`src/rtl/rtcdiv_pkg.sv`:
```
package rtcdiv_pkg;
  localparam logic [1:0] ADDR_CTRL_A = 2'd0;
  localparam logic [1:0] ADDR_CTRL_B = 2'd1;
  localparam logic [1:0] ADDR_STAT_C = 2'd2;
  localparam logic [2:0] DIV_NORMAL  = 3'b010;

  // Divider field holds the chain in reset when its two upper bits are set.
  function automatic logic div_is_held(input logic [2:0] f);
    return f[2] & f[1];
  endfunction

  // Settings that take the half-second restart when leaving hold.
  function automatic logic div_may_restart(input logic [2:0] f);
    return f <= DIV_NORMAL;
  endfunction

  // True in the last 'win' counts of a 'total'-count second.
  function automatic logic in_uip_window(input int unsigned cnt,
                                         input int unsigned total,
                                         input int unsigned win);
    return (cnt + win) >= total;
  endfunction
endpackage

```
`src/rtl/rtcdiv_counter.sv`:
```
module rtcdiv_counter
  import rtcdiv_pkg::*;
#(
  parameter int TICKS_PER_SEC = 32768,
  parameter int UIP_TICKS     = 8
) (
  input  logic clk,
  input  logic rst_n,
  input  logic osc_tick,
  input  logic restart,
  input  logic clear,
  input  logic held,
  input  logic set_bit,
  output logic sec_pulse,
  output logic uip
);
  localparam int CNT_W = $clog2(TICKS_PER_SEC);
  localparam logic [CNT_W-1:0] LAST = CNT_W'(TICKS_PER_SEC - 1);
  localparam logic [CNT_W-1:0] HALF = CNT_W'(TICKS_PER_SEC / 2);

  logic [CNT_W-1:0] cnt_q;
  logic             at_last;

  assign at_last   = (cnt_q == LAST);
  assign sec_pulse = osc_tick && at_last && !restart && !clear;

  always_ff @(posedge clk) begin
    if (!rst_n)        cnt_q <= '0;
    else if (restart)  cnt_q <= HALF;
    else if (clear)    cnt_q <= '0;
    else if (osc_tick) cnt_q <= at_last ? '0 : cnt_q + 1'b1;
  end

  assign uip = !held && !set_bit &&
               in_uip_window(32'(cnt_q), TICKS_PER_SEC, UIP_TICKS);

  assert_wrap_zero_R1: assert property (@(posedge clk) disable iff (!rst_n)
    sec_pulse |=> (cnt_q == '0));
  assert_hold_silent_R2: assert property (@(posedge clk) disable iff (!rst_n)
    held |-> !sec_pulse);
  assert_restart_half_R3: assert property (@(posedge clk) disable iff (!rst_n)
    restart |=> (cnt_q == HALF));
  assert_uip_leads_R4: assert property (@(posedge clk) disable iff (!rst_n)
    (sec_pulse && !set_bit) |-> uip);
endmodule

```
`src/rtl/rtcdiv_flags.sv`:
```
module rtcdiv_flags (
  input  logic clk,
  input  logic rst_n,
  input  logic sec_pulse,
  input  logic normal,
  input  logic alarm_hit,
  input  logic rd_clr,
  input  logic uie,
  input  logic aie,
  output logic uf,
  output logic af,
  output logic irq
);
  logic gated_sec;
  assign gated_sec = sec_pulse && normal;

  always_ff @(posedge clk) begin
    if (!rst_n) begin
      uf <= 1'b0;
      af <= 1'b0;
    end else begin
      uf <= (uf && !rd_clr) || gated_sec;
      af <= (af && !rd_clr) || (gated_sec && alarm_hit);
    end
  end

  assign irq = (uf && uie) || (af && aie);

  assert_uf_gate_R7: assert property (@(posedge clk) disable iff (!rst_n)
    $rose(uf) |-> $past(sec_pulse && normal));
  assert_af_gate_R8: assert property (@(posedge clk) disable iff (!rst_n)
    $rose(af) |-> $past(sec_pulse && normal && alarm_hit));
  assert_read_clear_R9: assert property (@(posedge clk) disable iff (!rst_n)
    (rd_clr && !gated_sec) |=> (!uf && !af));
  assert_irq_source_R10: assert property (@(posedge clk) disable iff (!rst_n)
    irq |-> (uf || af));
endmodule

```
`src/rtl/rtc_update_ctrl.sv`:
```
module rtc_update_ctrl
  import rtcdiv_pkg::*;
#(
  parameter int TICKS_PER_SEC = 32768,
  parameter int UIP_TICKS     = 8
) (
  input  logic       clk,
  input  logic       rst_n,
  input  logic       osc_tick,
  input  logic       alarm_match,
  input  logic       wr_en,
  input  logic       rd_en,
  input  logic [1:0] addr,
  input  logic [7:0] wdata,
  output logic [7:0] rdata,
  output logic       irq
);
  logic [6:0] ctl_a_q;
  logic [7:0] ctl_b_q;
  logic [2:0] field;
  logic       held_q, set_bit, wr_a, restart, enter_hold, clear;
  logic       rd_clr, normal, sec_pulse, uip, uf, af;

  assign field      = ctl_a_q[6:4];
  assign held_q     = div_is_held(field);
  assign set_bit    = ctl_b_q[7];
  assign wr_a       = wr_en && (addr == ADDR_CTRL_A);
  assign restart    = wr_a && held_q && div_may_restart(wdata[6:4]);
  assign enter_hold = wr_a && !held_q && div_is_held(wdata[6:4]);
  assign clear      = held_q || enter_hold;
  assign rd_clr     = rd_en && (addr == ADDR_STAT_C);
  assign normal     = (field == DIV_NORMAL) && !set_bit;

  always_ff @(posedge clk) begin
    if (!rst_n) begin
      ctl_a_q <= 7'h60;
      ctl_b_q <= 8'h00;
    end else if (wr_en) begin
      if (addr == ADDR_CTRL_A) ctl_a_q <= wdata[6:0];
      if (addr == ADDR_CTRL_B) ctl_b_q <= wdata;
    end
  end

  rtcdiv_counter #(
    .TICKS_PER_SEC(TICKS_PER_SEC),
    .UIP_TICKS    (UIP_TICKS)
  ) u_counter (
    .clk      (clk),
    .rst_n    (rst_n),
    .osc_tick (osc_tick),
    .restart  (restart),
    .clear    (clear),
    .held     (held_q),
    .set_bit  (set_bit),
    .sec_pulse(sec_pulse),
    .uip      (uip)
  );

  rtcdiv_flags u_flags (
    .clk      (clk),
    .rst_n    (rst_n),
    .sec_pulse(sec_pulse),
    .normal   (normal),
    .alarm_hit(alarm_match),
    .rd_clr   (rd_clr),
    .uie      (ctl_b_q[4]),
    .aie      (ctl_b_q[5]),
    .uf       (uf),
    .af       (af),
    .irq      (irq)
  );

  always_comb begin
    case (addr)
      ADDR_CTRL_A: rdata = {uip, ctl_a_q};
      ADDR_CTRL_B: rdata = ctl_b_q;
      ADDR_STAT_C: rdata = {irq, 1'b0, af, uf, 4'b0000};
      default:     rdata = 8'h00;
    endcase
  end

  assert_keep_bits_R5: assert property (@(posedge clk) disable iff (!rst_n)
    wr_a |=> (rdata[6:0] == $past(wdata[6:0]) || addr != ADDR_CTRL_A));
  assert_hold_clears_uip_R6: assert property (@(posedge clk) disable iff (!rst_n)
    enter_hold |=> !uip);
endmodule

```
`config.mk`:
```
export PLATFORM = sky130hd
export DESIGN_NAME = rtc_update_ctrl
export DESIGN_NICKNAME = d
export VERILOG_FILES = /design/src/rtl/rtcdiv_pkg.sv /design/src/rtl/rtcdiv_counter.sv /design/src/rtl/rtcdiv_flags.sv /design/src/rtl/rtc_update_ctrl.sv
export SDC_FILE = /design/constraint.sdc
export NUM_CORES = 1
export LEC_CHECK = 0
export ABC_AREA = 1
export BUFFER_PORTS_ARGS = -buffer_cell sky130_fd_sc_hd__buf_4
export CAP_MARGIN = 20
export CORE_MARGIN = 2
export CORE_UTILIZATION = 45
export CTS_CLUSTER_SIZE = 16
export DETAILED_ROUTE_END_ITERATION = 16
export HOLD_SLACK_MARGIN = 0.02
export PLACE_DENSITY = 0.65
export SYNTH_ARGS = -nofsm -noshare
export SYNTH_HDL_FRONTEND = slang
export SYNTH_SLANG_ARGS = --single-unit
```
`constraint.sdc`:
```
create_clock -name clk -period 2.6 [get_ports clk]
set_input_delay 0.26 -clock clk [delete_from_list [all_inputs] [get_ports clk]]
set_output_delay 0.26 -clock clk [all_outputs]
set_load 0.01 [all_outputs]
```
==> results by group <==
Outcome
  • Outcome: finished, final reports clean

Cells and area
  • Final #Nets: 273
  • Synthesis-to-layout area growth: 17.62%
  • Share of post-route cells with drive strength above 1: 0.1922
  • Final Util: 0.5618
  • Final cell count without fillers: 301
  • # diodes: 0

STA
  • Final period util: 0.6517
  • Final hold vios: 0
  • Worst-margin pin slew: 0.4531 ns
  • Final setup vio count: 0
  • Slew Limit Fails: 0
  • Skew final: 0.006511 ns
  • Aggregate negative setup slack: 0 ns
  • Period minus WS final: 1.694 ns
  • F_max: 0.5902 GHz
  • RSZ-0062 raised after global routing: no
  • Worst rel slew slack: 0.6972

Detailed routing
  • Drt pass-1 iters: 4
  • Initial DRC count: 65
  • Routed vias/inst: 4.807
  • Routed len/inst: 10.93 um
  • Vias: 1447
  • Post-detailed-route count of antenna-violating nets: 0
  • Residual DRC: 0
  • Final wirelength: 3.289 mm

Floorplan
  • Initial Util: 0.4777
  • Die Y-Extent: 63.98 um
  • Core Area: 3390 um^2
  • Rows: 21
  • Die Wd: 63.98 um
  • Io pins: 25
  • Die area: 4093 um^2

Global routing
  • Antenna violations before repair: 0
  • Vias in the first global route: 1357
  • First-pass GRT wire length: 6.023 mm
  • Tot GR Track Use: 0.1882
  • Grt total ovfl: 0
  • Largest net degree at the start of global routing: 17

Power
  • Static leakage: 0.7177 nW
  • Maximum VDD drop: 0.2227 mV
  • PwrDens: 470.9 nW/um^2

Worst setup path
  • WP data arrival: 1.43 ns
  • CP startpoint kind: register
  • CP max FO: 4
  • CP Data Required Time: 2.34 ns
  • Setup CP Type: register to output pin
  • CP Capture Type: output pin

Synthesis
  • Post-synthesis sequential area ratio: 0.3957
  • Synth Register Bits: 32
  • Most numerous cell in the Yosys netlist: nand2_1
  • Cells after Synth: 225
  • Netlist Area Pre-Place: 1619 um^2
  • Primary FF master, synth: dfxtp_1
  • Syn nets: 244
  • Share of flip-flops with an asynchronous set or reset: 0
  • Synth Warn #: 0
  • EDFF count, synth: 0
  • Synth top area share: 0.3957
  • Post-synth top cells: 39 x nand2_1, 33 x nor2_1, 32 x dfxtp_1, 31 x inv_1, 20 x o21ai_0
  • Synth area leader: dfxtp_1
  • Synth unique cells: 29
  • Top post-synthesis cells by area: dfxtp_1 40%, nand2_1 9.0%, nor2_1 7.7%
  • Synth Area per Inst: 7.196 um^2

Placement
  • Port buffer count: 24
  • DP Wirelength: 2.484 mm
  • Post-placement cell count: 293
  • GPL Wtd Cong: 0.7710

Min path
  • Min-Delay Path Class: input pin to register

Clock network
  • CTS tree: yes
  • CTS-repair resized insts: 0
  • Worst-Skew Late Latency: 0.33 ns
  • TritonCTS Buffers: 5
  • Clock Path Buffers: 2
  • Hold_buf cts: 0
  • Clock slew at reported path FFs: 0.10 ns
  • Clock tree root driver cell: clkbuf_4
  • CTS sink cnt: 32
  • Htree depth: 2
  • # Post-CTS Setup Buffers: 0

Flow run
  • Maxcap violations: 0
==> cell families (layout without fill, tap and decap cells) <==
logic type / after synthesis / count (layout) / synth area share
adder cells (fa/ha/maj): 3 / 3 / 0.02319
buffers and inverters: 34 / 64 / 0.08114
XOR/XNOR: 5 / 5 / 0.02705
flip-flops: 32 / 32 / 0.3957
AND/OR/NAND/NOR: 106 / 106 / 0.3145
AO/OA/AOI/OAI: 45 / 45 / 0.1584
==> state kept, by name (all words and copies together), names as in the netlist <==
| name | cells |
|---|---|
| ctl_a_q | 7 |
| u_flags.uf | 1 |
| u_counter.cnt_q | 15 |
| ctl_b_q | 8 |
| u_flags.af | 1 |
==> cell type report <==
type                            count  area [um^2]
Tap cell                           46        57.56
Multi-Input combinational cell    159        847.1
Clock buffer                        8        58.81
Sequential cell                    32        640.6
Fill cell                         336         1485
Timing Repair Buffer               24        180.2
Inverter                           32        120.1
==> final timing paths <==
check	start	end	slack, ns	cells past startpoint
worst max register to register	u_counter.cnt_q[0]	u_counter.cnt_q[5]	1.21	6
worst max-delay path	u_counter.cnt_q[3]	rdata[7]	0.91	6
worst min-delay path	wdata[5]	ctl_a_q[5]	0.15	3
worst min register to register	ctl_b_q[1]	ctl_b_q[1]	0.45	2
==> metrics by stage <==
step	cell area (um^2)	hold slack (ns)	power [mW]	setup slack, ns
floorplan	1619	0.3732	0.5715	1.348
global placement	1846	0.4314	0.6141	1.161
detailed placement	1846	0.4362	0.6151	1.156
CTS	1904	0.1382	0.9084	0.8711
global route	1904	0.1521	0.9421	0.7618
finish	1904	0.1496	0.8968	0.9056
==> power by group <==
| group | internal (mW) | switching (mW) |
|---|---|---|
| Sequential | 0.503 | 0.00591 |
| Combinational | 0.0404 | 0.0543 |
| Clock | 0.133 | 0.160 |
==> cell usage in the layout (no fill, tap or decap), drive strengths merged <==
cell type / n
a21oi: 17
a22o: 1
a31o: 1
buf: 24
clkbuf: 8
dfxtp: 32
ha: 3
inv: 32
nand2: 43
nand3: 13
nand4: 3
nor2: 42
nor3: 3
nor3b: 1
nor4: 1
o211ai: 2
o21ai: 21
o21bai: 1
o221ai: 1
o22ai: 1
xnor2: 3
xor2: 2
==> worst max-delay path, cell delays in order, from the launching register on <==
cell and delay (ns):
dfxtp_1 0.41, ha_1 0.22, nand2_1 0.08, nor2_1 0.10, nand3_1 0.10, nand3_1 0.09, buf_4 0.12
==> metal layers <==
layer,wire length [um],track usage,up-vias,share of wire
met2,1399,0.2786,25,0.43
met4,53,0.07337,0,0.016
met5,0,0,-,0
li1,-,-,783,-
met1,1696,0.2569,633,0.52
met3,140,0.05458,6,0.043
(Power assumes the default switching activity.)
